**src/rtl/xio_seq_pkg.sv**
```systemverilog
package xio_seq_pkg;
  localparam int PH_W   = 3;
  localparam int NUM_PH = 1 << PH_W;
  localparam int FN_W   = 3;
  localparam int NUM_FN = (1 << FN_W) - 1;

  localparam logic [FN_W-1:0] FN_WRITE = 3'd1;
  localparam logic [FN_W-1:0] FN_READ  = 3'd2;

  localparam int PULSES = 3;

  // Code n (1..NUM_FN) drives line n-1; code 0 drives no line.
  function automatic logic [NUM_FN-1:0] fn_decode(input logic [FN_W-1:0] code);
    logic [NUM_FN-1:0] v;
    v = '0;
    for (int i = 1; i <= NUM_FN; i++)
      if (code == FN_W'(i)) v[i-1] = 1'b1;
    return v;
  endfunction

  function automatic logic fn_lines_rw(input logic [NUM_FN-1:0] lines);
    return lines[int'(FN_WRITE)-1] | lines[int'(FN_READ)-1];
  endfunction

  // Pulse index: 0 = A, 1 = B, 2 = C.
  function automatic logic [NUM_PH-1:0] pulse_set_mask(input int k);
    return (k == 2) ? 8'b0001_0001 : 8'b0000_1010;
  endfunction

  function automatic logic [NUM_PH-1:0] pulse_clr_mask(input int k);
    return (k == 2) ? 8'b0100_0100 : 8'b1010_0000;
  endfunction

  function automatic logic pulse_gated(input int k);
    return k == 1;
  endfunction
endpackage

```
**src/rtl/xio_fn_reg.sv**
```systemverilog
module xio_fn_reg
  import xio_seq_pkg::*;
(
  input  logic              clk,
  input  logic              rst_n,
  input  logic              cap_en,
  input  logic              clr_en,
  input  logic [FN_W-1:0]   code_in,
  output logic [NUM_FN-1:0] lines_q,
  output logic              rw_sel
);
  always_ff @(posedge clk or negedge rst_n) begin
    if (!rst_n)      lines_q <= '0;
    else if (cap_en) lines_q <= fn_decode(code_in);
    else if (clr_en) lines_q <= '0;
  end

  assign rw_sel = fn_lines_rw(lines_q);
endmodule

```
**src/rtl/xio_cycle_flags.sv**
```systemverilog
module xio_cycle_flags (
  input  logic clk,
  input  logic rst_n,
  input  logic step_ph0,
  input  logic step_ph7,
  input  logic e1_cyc,
  input  logic e2_cyc,
  input  logic e3_cyc,
  input  logic xio_start,
  input  logic rw_sel,
  output logic ctl_q,
  output logic dat_q,
  output logic end_data
);
  logic busy_q;
  logic begin_xio;
  logic begin_data;

  assign begin_xio  = step_ph0 & e1_cyc & xio_start;
  assign begin_data = step_ph0 & busy_q & ~ctl_q & (rw_sel ? e3_cyc : e2_cyc);
  assign end_data   = step_ph7 & dat_q;

  always_ff @(posedge clk or negedge rst_n) begin
    if (!rst_n) begin
      ctl_q  <= 1'b0;
      dat_q  <= 1'b0;
      busy_q <= 1'b0;
    end else begin
      if (begin_xio)     ctl_q <= 1'b1;
      else if (step_ph7) ctl_q <= 1'b0;

      if (begin_data)    dat_q <= 1'b1;
      else if (step_ph7) dat_q <= 1'b0;

      if (begin_xio)     busy_q <= 1'b1;
      else if (end_data) busy_q <= 1'b0;
    end
  end
endmodule

```
**src/rtl/xio_pulse_bit.sv**
```systemverilog
module xio_pulse_bit
  import xio_seq_pkg::*;
#(
  parameter int KIND = 0
) (
  input  logic              clk,
  input  logic              rst_n,
  input  logic [NUM_PH-1:0] ph_hit,
  input  logic              a_now,
  output logic              q
);
  localparam logic [NUM_PH-1:0] SET_M = pulse_set_mask(KIND);
  localparam logic [NUM_PH-1:0] CLR_M = pulse_clr_mask(KIND);
  localparam bit                GATED = pulse_gated(KIND);

  logic set_hit, clr_hit;

  assign set_hit = (|(ph_hit & SET_M)) & (GATED ? a_now  : 1'b1);
  assign clr_hit = (|(ph_hit & CLR_M)) & (GATED ? ~a_now : 1'b1);

  always_ff @(posedge clk or negedge rst_n) begin
    if (!rst_n)       q <= 1'b0;
    else if (set_hit) q <= 1'b1;
    else if (clr_hit) q <= 1'b0;
  end
endmodule

```
**src/rtl/xio_cycle_seq.sv**
```systemverilog
module xio_cycle_seq
  import xio_seq_pkg::*;
(
  input  logic              clk,
  input  logic              rst_n,
  input  logic              ph_valid,
  input  logic [PH_W-1:0]   ph_num,
  input  logic              e1_cyc,
  input  logic              e2_cyc,
  input  logic              e3_cyc,
  input  logic              xio_start,
  input  logic [FN_W-1:0]   code_bits,
  output logic [NUM_FN-1:0] fn_lines,
  output logic              ctl_cyc,
  output logic              dat_cyc,
  output logic              tp_a,
  output logic              tp_b,
  output logic              tp_c
);
  logic [NUM_PH-1:0] ph_hit;
  logic              rw_sel;
  logic              end_data;
  logic              cap_en;
  logic [PULSES-1:0] tp_q;

  always_comb begin
    ph_hit = '0;
    if (ph_valid) ph_hit[ph_num] = 1'b1;
  end

  assign cap_en = ph_hit[5] & ctl_cyc;

  xio_fn_reg u_fn (
    .clk     (clk),
    .rst_n   (rst_n),
    .cap_en  (cap_en),
    .clr_en  (end_data),
    .code_in (code_bits),
    .lines_q (fn_lines),
    .rw_sel  (rw_sel)
  );

  xio_cycle_flags u_flags (
    .clk       (clk),
    .rst_n     (rst_n),
    .step_ph0  (ph_hit[0]),
    .step_ph7  (ph_hit[NUM_PH-1]),
    .e1_cyc    (e1_cyc),
    .e2_cyc    (e2_cyc),
    .e3_cyc    (e3_cyc),
    .xio_start (xio_start),
    .rw_sel    (rw_sel),
    .ctl_q     (ctl_cyc),
    .dat_q     (dat_cyc),
    .end_data  (end_data)
  );

  for (genvar g = 0; g < PULSES; g++) begin : g_tp
    xio_pulse_bit #(.KIND(g)) u_tp (
      .clk    (clk),
      .rst_n  (rst_n),
      .ph_hit (ph_hit),
      .a_now  (tp_q[0]),
      .q      (tp_q[g])
    );
  end

  assign tp_a = tp_q[0];
  assign tp_b = tp_q[1];
  assign tp_c = tp_q[2];
endmodule

```
**config.mk**
```make
export PLATFORM = sky130hd
export DESIGN_NAME = xio_cycle_seq
export DESIGN_NICKNAME = d
export VERILOG_FILES = /design/src/rtl/xio_seq_pkg.sv /design/src/rtl/xio_fn_reg.sv /design/src/rtl/xio_cycle_flags.sv /design/src/rtl/xio_pulse_bit.sv /design/src/rtl/xio_cycle_seq.sv
export SDC_FILE = /design/constraint.sdc
export NUM_CORES = 1
export LEC_CHECK = 0
export BUFFER_PORTS_ARGS = -buffer_cell sky130_fd_sc_hd__buf_2
export CAP_MARGIN = 20
export CORE_MARGIN = 3
export CORE_UTILIZATION = 25
export CTS_BUF_LIST = sky130_fd_sc_hd__clkbuf_8
export DETAILED_ROUTE_END_ITERATION = 12
export HOLD_SLACK_MARGIN = 0.12
export PLACE_DENSITY = 0.52
export RECOVER_POWER = 100
export REMOVE_ABC_BUFFERS = 1
export SYNTH_ARGS = -nofsm -noshare
export SYNTH_HDL_FRONTEND = slang
export SYNTH_SLANG_ARGS = --single-unit
```
**constraint.sdc**
```tcl
create_clock -name clk -period 2.15 [get_ports clk]
set_clock_uncertainty 0.2 [all_clocks]
set_input_delay 0.1075 -clock clk [delete_from_list [all_inputs] [get_ports clk]]
set_output_delay 0.1075 -clock clk [all_outputs]
set_load 0.02 [all_outputs]
```
==> flow_summary_export.csv, run 1 <==
group,metric,value,unit
finish,syn2layout_area_growth,69.0,%
clock_network,clock_sinks,13,
die,die_area,2920,µm²
sta,finalSetupViolCount,0,
setup_path,cp_cell_sequence,"dlygate4sd3_1, clkbuf_1, and3_4, and4b_4, a32o_1, dlygate4sd3_1",
setup_path,path_class,"in2reg",
die,rows,16,
finish,antenna_cells,0,
grt,globalRouteTotalUtil,11.8,%
power_and_ir_drop,ir_drop,441,µV
placement,io_buffer_count,24,
setup_path,r2r_setup_slack,0.31,ns
power_and_ir_drop,powerDensity,682,nW/µm²
sta,period_share,96.4,%
synth,synth_top_area_cell,"dfrtp_1",
sta,worstMarginPinSlew,0.603,ns
sta,post-route-min-period,2.07,ns
setup_path,cpPeakStageDelay,0.55,ns
sta,rsz0062_at_grt,"false",
die,core-area,2060,µm²
synth,synth_common_cells,"dfrtp_1 (13), nand2_1 (7), a32o_1 (4), o21ai_0 (4), o2bb2ai_1 (4)",
setup_path,reg2reg_to,"u_fn.lines_q[2]",
synth,async_flop_share,100,%
routing,first_pass_iters,3,
synth,yosysTopAreaCellShare,56.4,%
die,die_w,54.0,µm
sta,final.setup.tns,0,ns
setup_path,end_kind,"flop",
clock_network,htreeDepth,1,
routing,post_drt_wl_per_cell,12.0,µm
sta,hold_ws,0.279,ns
run,maxCapViolCount,0,
routing,drc,0,
finish,fin_nets,113,
finish,regArea,325,µm²
sta,final-hold-violation-count,0,
sta,maxSlewHeadroom,59.7,%
synth,yosysMostFrequentCell,"dfrtp_1",
clock_network,clkTransAtPathRegs,0.05,ns
clock_network,tritoncts,"done",
synth,yosys_warnings,0,
placement,hpwl,990,µm
die,die_h,54.0,µm
grt,grt_antenna_before_repair,0,
routing,ant_nets,0,
finish,fill_cells,221,
finish,final_core_util,47.3,%
routing,routed_wl,1.51,mm
synth,yosys-top-cells-area,"dfrtp_1 (56%), a32o_1 (6.9%), o2bb2ai_1 (6.1%)",
setup_path,crit_slowest_cell,"dlygate4sd3_1",
die,io_pins,25,
sta,fmax,0.483,GHz
setup_path,worst_r2r_startpoint,"u_flags.ctl_q",
setup_path,worstPathRequired,2.07,ns
setup_path,crit_path_start_kind,"input port",
grt,grt_pass1_wl,2.41,mm
synth,synth_edf_count,0,
synth,syn-cell-area,577,µm²
setup_path,crit_fanout,5,
synth,yosysSeqAreaShare,56.4,%
routing,vias,591,
hold_path,hold_class,"reg2reg",
grt,grt_max_degree,14,
routing,drt_iter0_drc,4,
synth,synthCells,50,
setup_path,worst_r2r_path_depth,4,
clock_network,clk_latency,0.24,ns
synth,syn_avg_cell_area,11.5,µm²
clock_network,clockBufferDepth,2,
finish,fin_cells,126,
finish,multi_input_area,250,µm²
power_and_ir_drop,leakagePower,0.452,nW
setup_path,critPathLaunch,"ph_num[0]",
synth,synth_cell_types,19,
synth,ys_ff_latch,13,
synth,ys.flop_type,"dfrtp_1",
sta,finalMaxSlewViolations,0,
clock_network,numCtsBuffers,3,
setup_path,crit_end,"u_fn.lines_q[2]",
clock_network,ctsRootBufferMaster,"clkbuf_8",
finish,drive_gt1_share,18.2,%
die,start_util,28.0,%
setup_path,crit_path_frequent_cell,"dlygate4sd3_1",
run_status,status,"finished, final reports clean",
power_and_ir_drop,finalPower,665,µW
routing,viasPerCell,4.69,
placement,place_inst,101,
grt,first_global_vias,597,
grt,gr-total-overflow,0,
placement,gp_congestion,0.691,
setup_path,worstPathArrival,2.00,ns
[layout make-up]
class | instances | area share [%]
sequential | 13 | 33.4
timing repair buffer | 45 | 32.1
multi-input combinational | 35 | 25.7
clock buffer | 3 | 4.24
tap | 27 | 3.47
inverter | 2 | 0.770
clock inverter | 1 | 0.385
[worst min-delay path by stage]
stage	startpoint	end	slack, ns	cells after the start
after floorplan	rst_n	g_tp[0].u_tp.q	-0.39	0
after global placement	rst_n	u_fn.lines_q[4]	-0.19	1
after detailed placement	rst_n	u_fn.lines_q[4]	-0.18	1
final	u_flags.busy_q	u_flags.busy_q	0.28	1
after CTS	u_flags.busy_q	u_flags.busy_q	0.28	1
after global routing	u_flags.busy_q	u_flags.busy_q	0.31	1
[power breakdown]
| group | switching, mW | total, mW | internal [mW] | leakage (nW) |
|---|---|---|---|---|
| sequential | 0.0232 | 0.298 | 0.274 | 0.170 |
| combinational | 0.0768 | 0.154 | 0.0770 | 0.255 |
| clock | 0.0871 | 0.213 | 0.126 | 0.0269 |
[sequential cells by signal (all words and copies together) (netlist names)]
name and cells:
u_fn.lines_q 7, g_tp.u_tp.q 3, u_flags.busy_q 1, u_flags.ctl_q 1
u_flags.dat_q 1
[what timing repair did]
item                       4_1_cts  5_1_grt
hold buffers                    23        0
gates resized for setup          0        2
hold endpoints to repair        26        0
buffers inserted                 0        0
setup endpoints to repair        0        2
[stage by stage]
step	instance area [µm²]	setup WS, ns
after floorplan	577	0.858
after CTS	1010	0.0915
final	975	0.0780
after global routing	975	0.0436
after detailed placement	731	0.859
after global placement	731	0.876
[cell families after synthesis]
group / synth area share, %
buffers and inverters: 1.30
flip-flops: 56.4
multiplexers: 3.69
AND/OR/NAND/NOR: 18.4
AO/OA/AOI/OAI: 20.2
[metal layers]
metal	track usage [%]	share of wire (%)	vias up
li1	-	-	285
met1	11.5	44	283
met2	22.0	47	23
met3	5.82	9.6	0
met4	2.49	0	0
met5	0	0	-
[worst max-delay path: cells and delay by family]
| kind | cells | cell delay, ns |
|---|---|---|
| AO/OA/AOI/OAI | 1 | 0.25 |
| AND/OR/NAND/NOR | 2 | 0.42 |
| buffers and inverters | 3 | 1.22 |
[layout by cell type, fill, tap and decap left out, drive strengths merged]
| master | Yosys | layout |
|---|---|---|
| and3 | 2 | 2 |
| buf | 0 | 9 |
| o2bb2ai | 4 | 4 |
| dlygate4sd3 | 0 | 21 |
| mux2i | 1 | 1 |
| a31oi | 1 | 1 |
| and4b | 1 | 1 |
| dfrtp | 13 | 13 |
| o21ai | 4 | 4 |
| a32o | 4 | 4 |
| nor4b | 1 | 1 |
| inv | 2 | 3 |
| or2b | 1 | 1 |
| a21o | 2 | 2 |
| nor2 | 2 | 2 |
| nand3 | 2 | 2 |
| mux2 | 1 | 1 |
| nand3b | 1 | 1 |
| clkbuf | 0 | 18 |
| nand2 | 8 | 8 |
Note: power is estimated with default switching activity, not from simulation.
==> run 2, diff against run 1 <==
Settings changed: PLACE_DENSITY 0.52 to 0.51, SYNTH_HIERARCHICAL set to 1.
==> flow_summary_export.csv, run 2 <==
group,metric,value,unit
sta,maxSlewHeadroom,62.0,%
routing,ant_nets,0,
die,die_h,56.7,µm
finish,layout_common_cells,"dfrtp_1 (13), clkbuf_1 (13), dlygate4sd3_1 (12), buf_2 (12), nor2_1 (9)",
routing,drt_iter0_drc,14,
setup_path,worstPathArrival,1.97,ns
die,core-area,2320,µm²
sta,final-hold-violation-count,0,
setup_path,crit_slowest_cell,"dlygate4sd3_1",
setup_path,end_kind,"flop",
synth,synth_common_cells,"dfrtp_1 (13), nor2_1 (8), inv_1 (6), a32o_1 (3)",
sta,final.setup.tns,0,ns
finish,final_area,946,µm²
synth,synth_top_area_cell,"dfrtp_1",
synth,synth_edf_count,0,
routing,first_pass_iters,4,
die,start_util,27.7,%
finish,fin_nets,115,
setup_path,worstPathRequired,2.13,ns
power_and_ir_drop,ir_drop,649,µV
finish,antenna_cells,0,
sta,post-route-min-period,1.99,ns
sta,worstMarginPinSlew,0.568,ns
die,die_w,56.7,µm
synth,yosys_warnings,6,
grt,first_global_vias,575,
sta,rsz0062_at_grt,"false",
finish,drive_gt1_share,22.8,%
setup_path,path_class,"in2reg",
sta,fmax,0.502,GHz
routing,post_drt_wl_per_cell,11.2,µm
placement,gp_congestion,0.728,
placement,hpwl,1.06,mm
clock_network,post_cts_buffers,0,
synth,synth_cell_types,25,
clock_network,clock_sinks,13,
setup_path,crit_fanout,7,
synth,yosysTopAreaCellShare,50.7,%
finish,largest_reg_flops,7,
routing,vias,594,
die,io_pins,25,
synth,yosys-top-cells-area,"dfrtp_1 (51%), a32o_1 (4.7%), nor2_1 (4.7%)",
synth,async_flop_share,100,%
synth,syn_avg_cell_area,10.7,µm²
placement,io_buffer_count,24,
clock_network,clkTransAtPathRegs,0.05,ns
die,rows,17,
finish,syn2layout_area_growth,47.4,%
synth,ys_ff_latch,13,
synth,ys.flop_type,"dfrtp_1",
grt,grt_max_degree,14,
grt,grt_pass1_wl,2.38,mm
clock_network,clockBufferDepth,2,
placement,placed_area,805,µm²
clock_network,htreeDepth,1,
clock_network,clk_latency,0.24,ns
synth,syn-cell-area,642,µm²
setup_path,cp_cell_sequence,"dlygate4sd3_1, buf_2, nand2_1, nor2_1, clkbuf_1, and2_0, nor2_1, a22o_1",
hold_path,hold_class,"in2reg",
finish,regMostFlops,"u_fn/lines_q",
run,maxCapViolCount,0,
routing,routed_wl,1.45,mm
power_and_ir_drop,powerDensity,713,nW/µm²
synth,yosysSeqAreaShare,50.7,%
routing,drc,0,
power_and_ir_drop,finalPower,674,µW
routing,viasPerCell,4.60,
grt,gr-total-overflow,0,
setup_path,crit_path_start_kind,"input port",
setup_path,cpPeakStageDelay,0.53,ns
setup_path,crit_path_frequent_cell,"nor2_1",
clock_network,cts_resized,0,
clock_network,numCtsBuffers,3,
sta,finalMaxSlewViolations,0,
synth,yosysMostFrequentCell,"dfrtp_1",
grt,grt_antenna_before_repair,0,
clock_network,tritoncts,"done",
run_status,status,"finished, final reports clean",
synth,synthCells,60,
die,die_area,3210,µm²
power_and_ir_drop,leakagePower,0.444,nW
sta,period_share,92.7,%
grt,globalRouteTotalUtil,9.39,%
sta,finalSetupViolCount,0,
clock_network,ctsRootBufferMaster,"clkbuf_8",
finish,reg_top3,"u_fn/lines_q x7, g_tp.u_tp/q x3",
==> run 2: stage by stage <==
step | setup slack, ns | cells | hold slack, ns | util (%)
after global routing | 0.0447 | 129 | 0.159 | 40.8
after global placement | 0.654 | 113 | -0.190 | 34.7
after CTS | 0.168 | 129 | 0.140 | 41.8
final | 0.158 | 129 | 0.143 | 40.8
after floorplan | 0.618 | 60 | -0.388 | -
after detailed placement | 0.582 | 113 | -0.188 | 34.7
==> run 2: cells by family after synthesis <==
| logic type | synth area share, % |
|---|---|
| flip-flops | 50.7 |
| buffers and inverters | 3.51 |
| AO/OA/AOI/OAI | 18.5 |
| AND/OR/NAND/NOR | 25.7 |
| multiplexers | 1.56 |
==> run 2: layer usage <==
metal,track usage [%],share of wire [%],vias up
li1,-,-,295
met2,15.7,46,20
met3,3.45,8.0,0
met4,2.03,0,0
met1,11.5,46,279
met5,0,0,-
==> run 2: cell type report <==
class                           instances  area [µm²]
Clock inverter                          1        3.75
Sequential cell                        13         325
Multi-Input combinational cell         41         289
Fill cell                             237        1370
Inverter                                6        22.5
Clock buffer                            3        41.3
Timing Repair Buffer                   37         229
Tap cell                               28        35.0
==> run 2: path summary, 6_finish.rpt <==
path	from	to	slack (ns)	cells after the start
setup reg to reg	u_fn/lines_q[1]	u_flags/dat_q	0.21	4
setup / recovery	ph_valid	u_fn/lines_q[6]	0.16	8
hold reg to reg	g_tp[2].u_tp/q	g_tp[2].u_tp/q	0.29	1
hold / removal	ph_num[0]	g_tp[2].u_tp/q	0.14	4
min in group asynchronous	rst_n	u_fn/lines_q[5]	0.74	3
max in group asynchronous	rst_n	g_tp[1].u_tp/q	0.64	3
==> run 2: timing repair <==
item,in CTS,in global routing
setup endpoints to repair,0,0
hold buffers,12,0
hold endpoints to repair,25,0
==> run 2: where the power goes <==
group	leakage, nW	switching (mW)	internal [mW]
Sequential	0.166	0.0234	0.281
Clock	0.0269	0.0827	0.126
Combinational	0.251	0.0926	0.0690
==> run 2: worst max-delay path, delay by kind of cell <==
| kind | cells | cell delay [ns] |
|---|---|---|
| compound gates | 1 | 0.21 |
| buf+inv | 3 | 0.82 |
| simple gates | 4 | 0.81 |
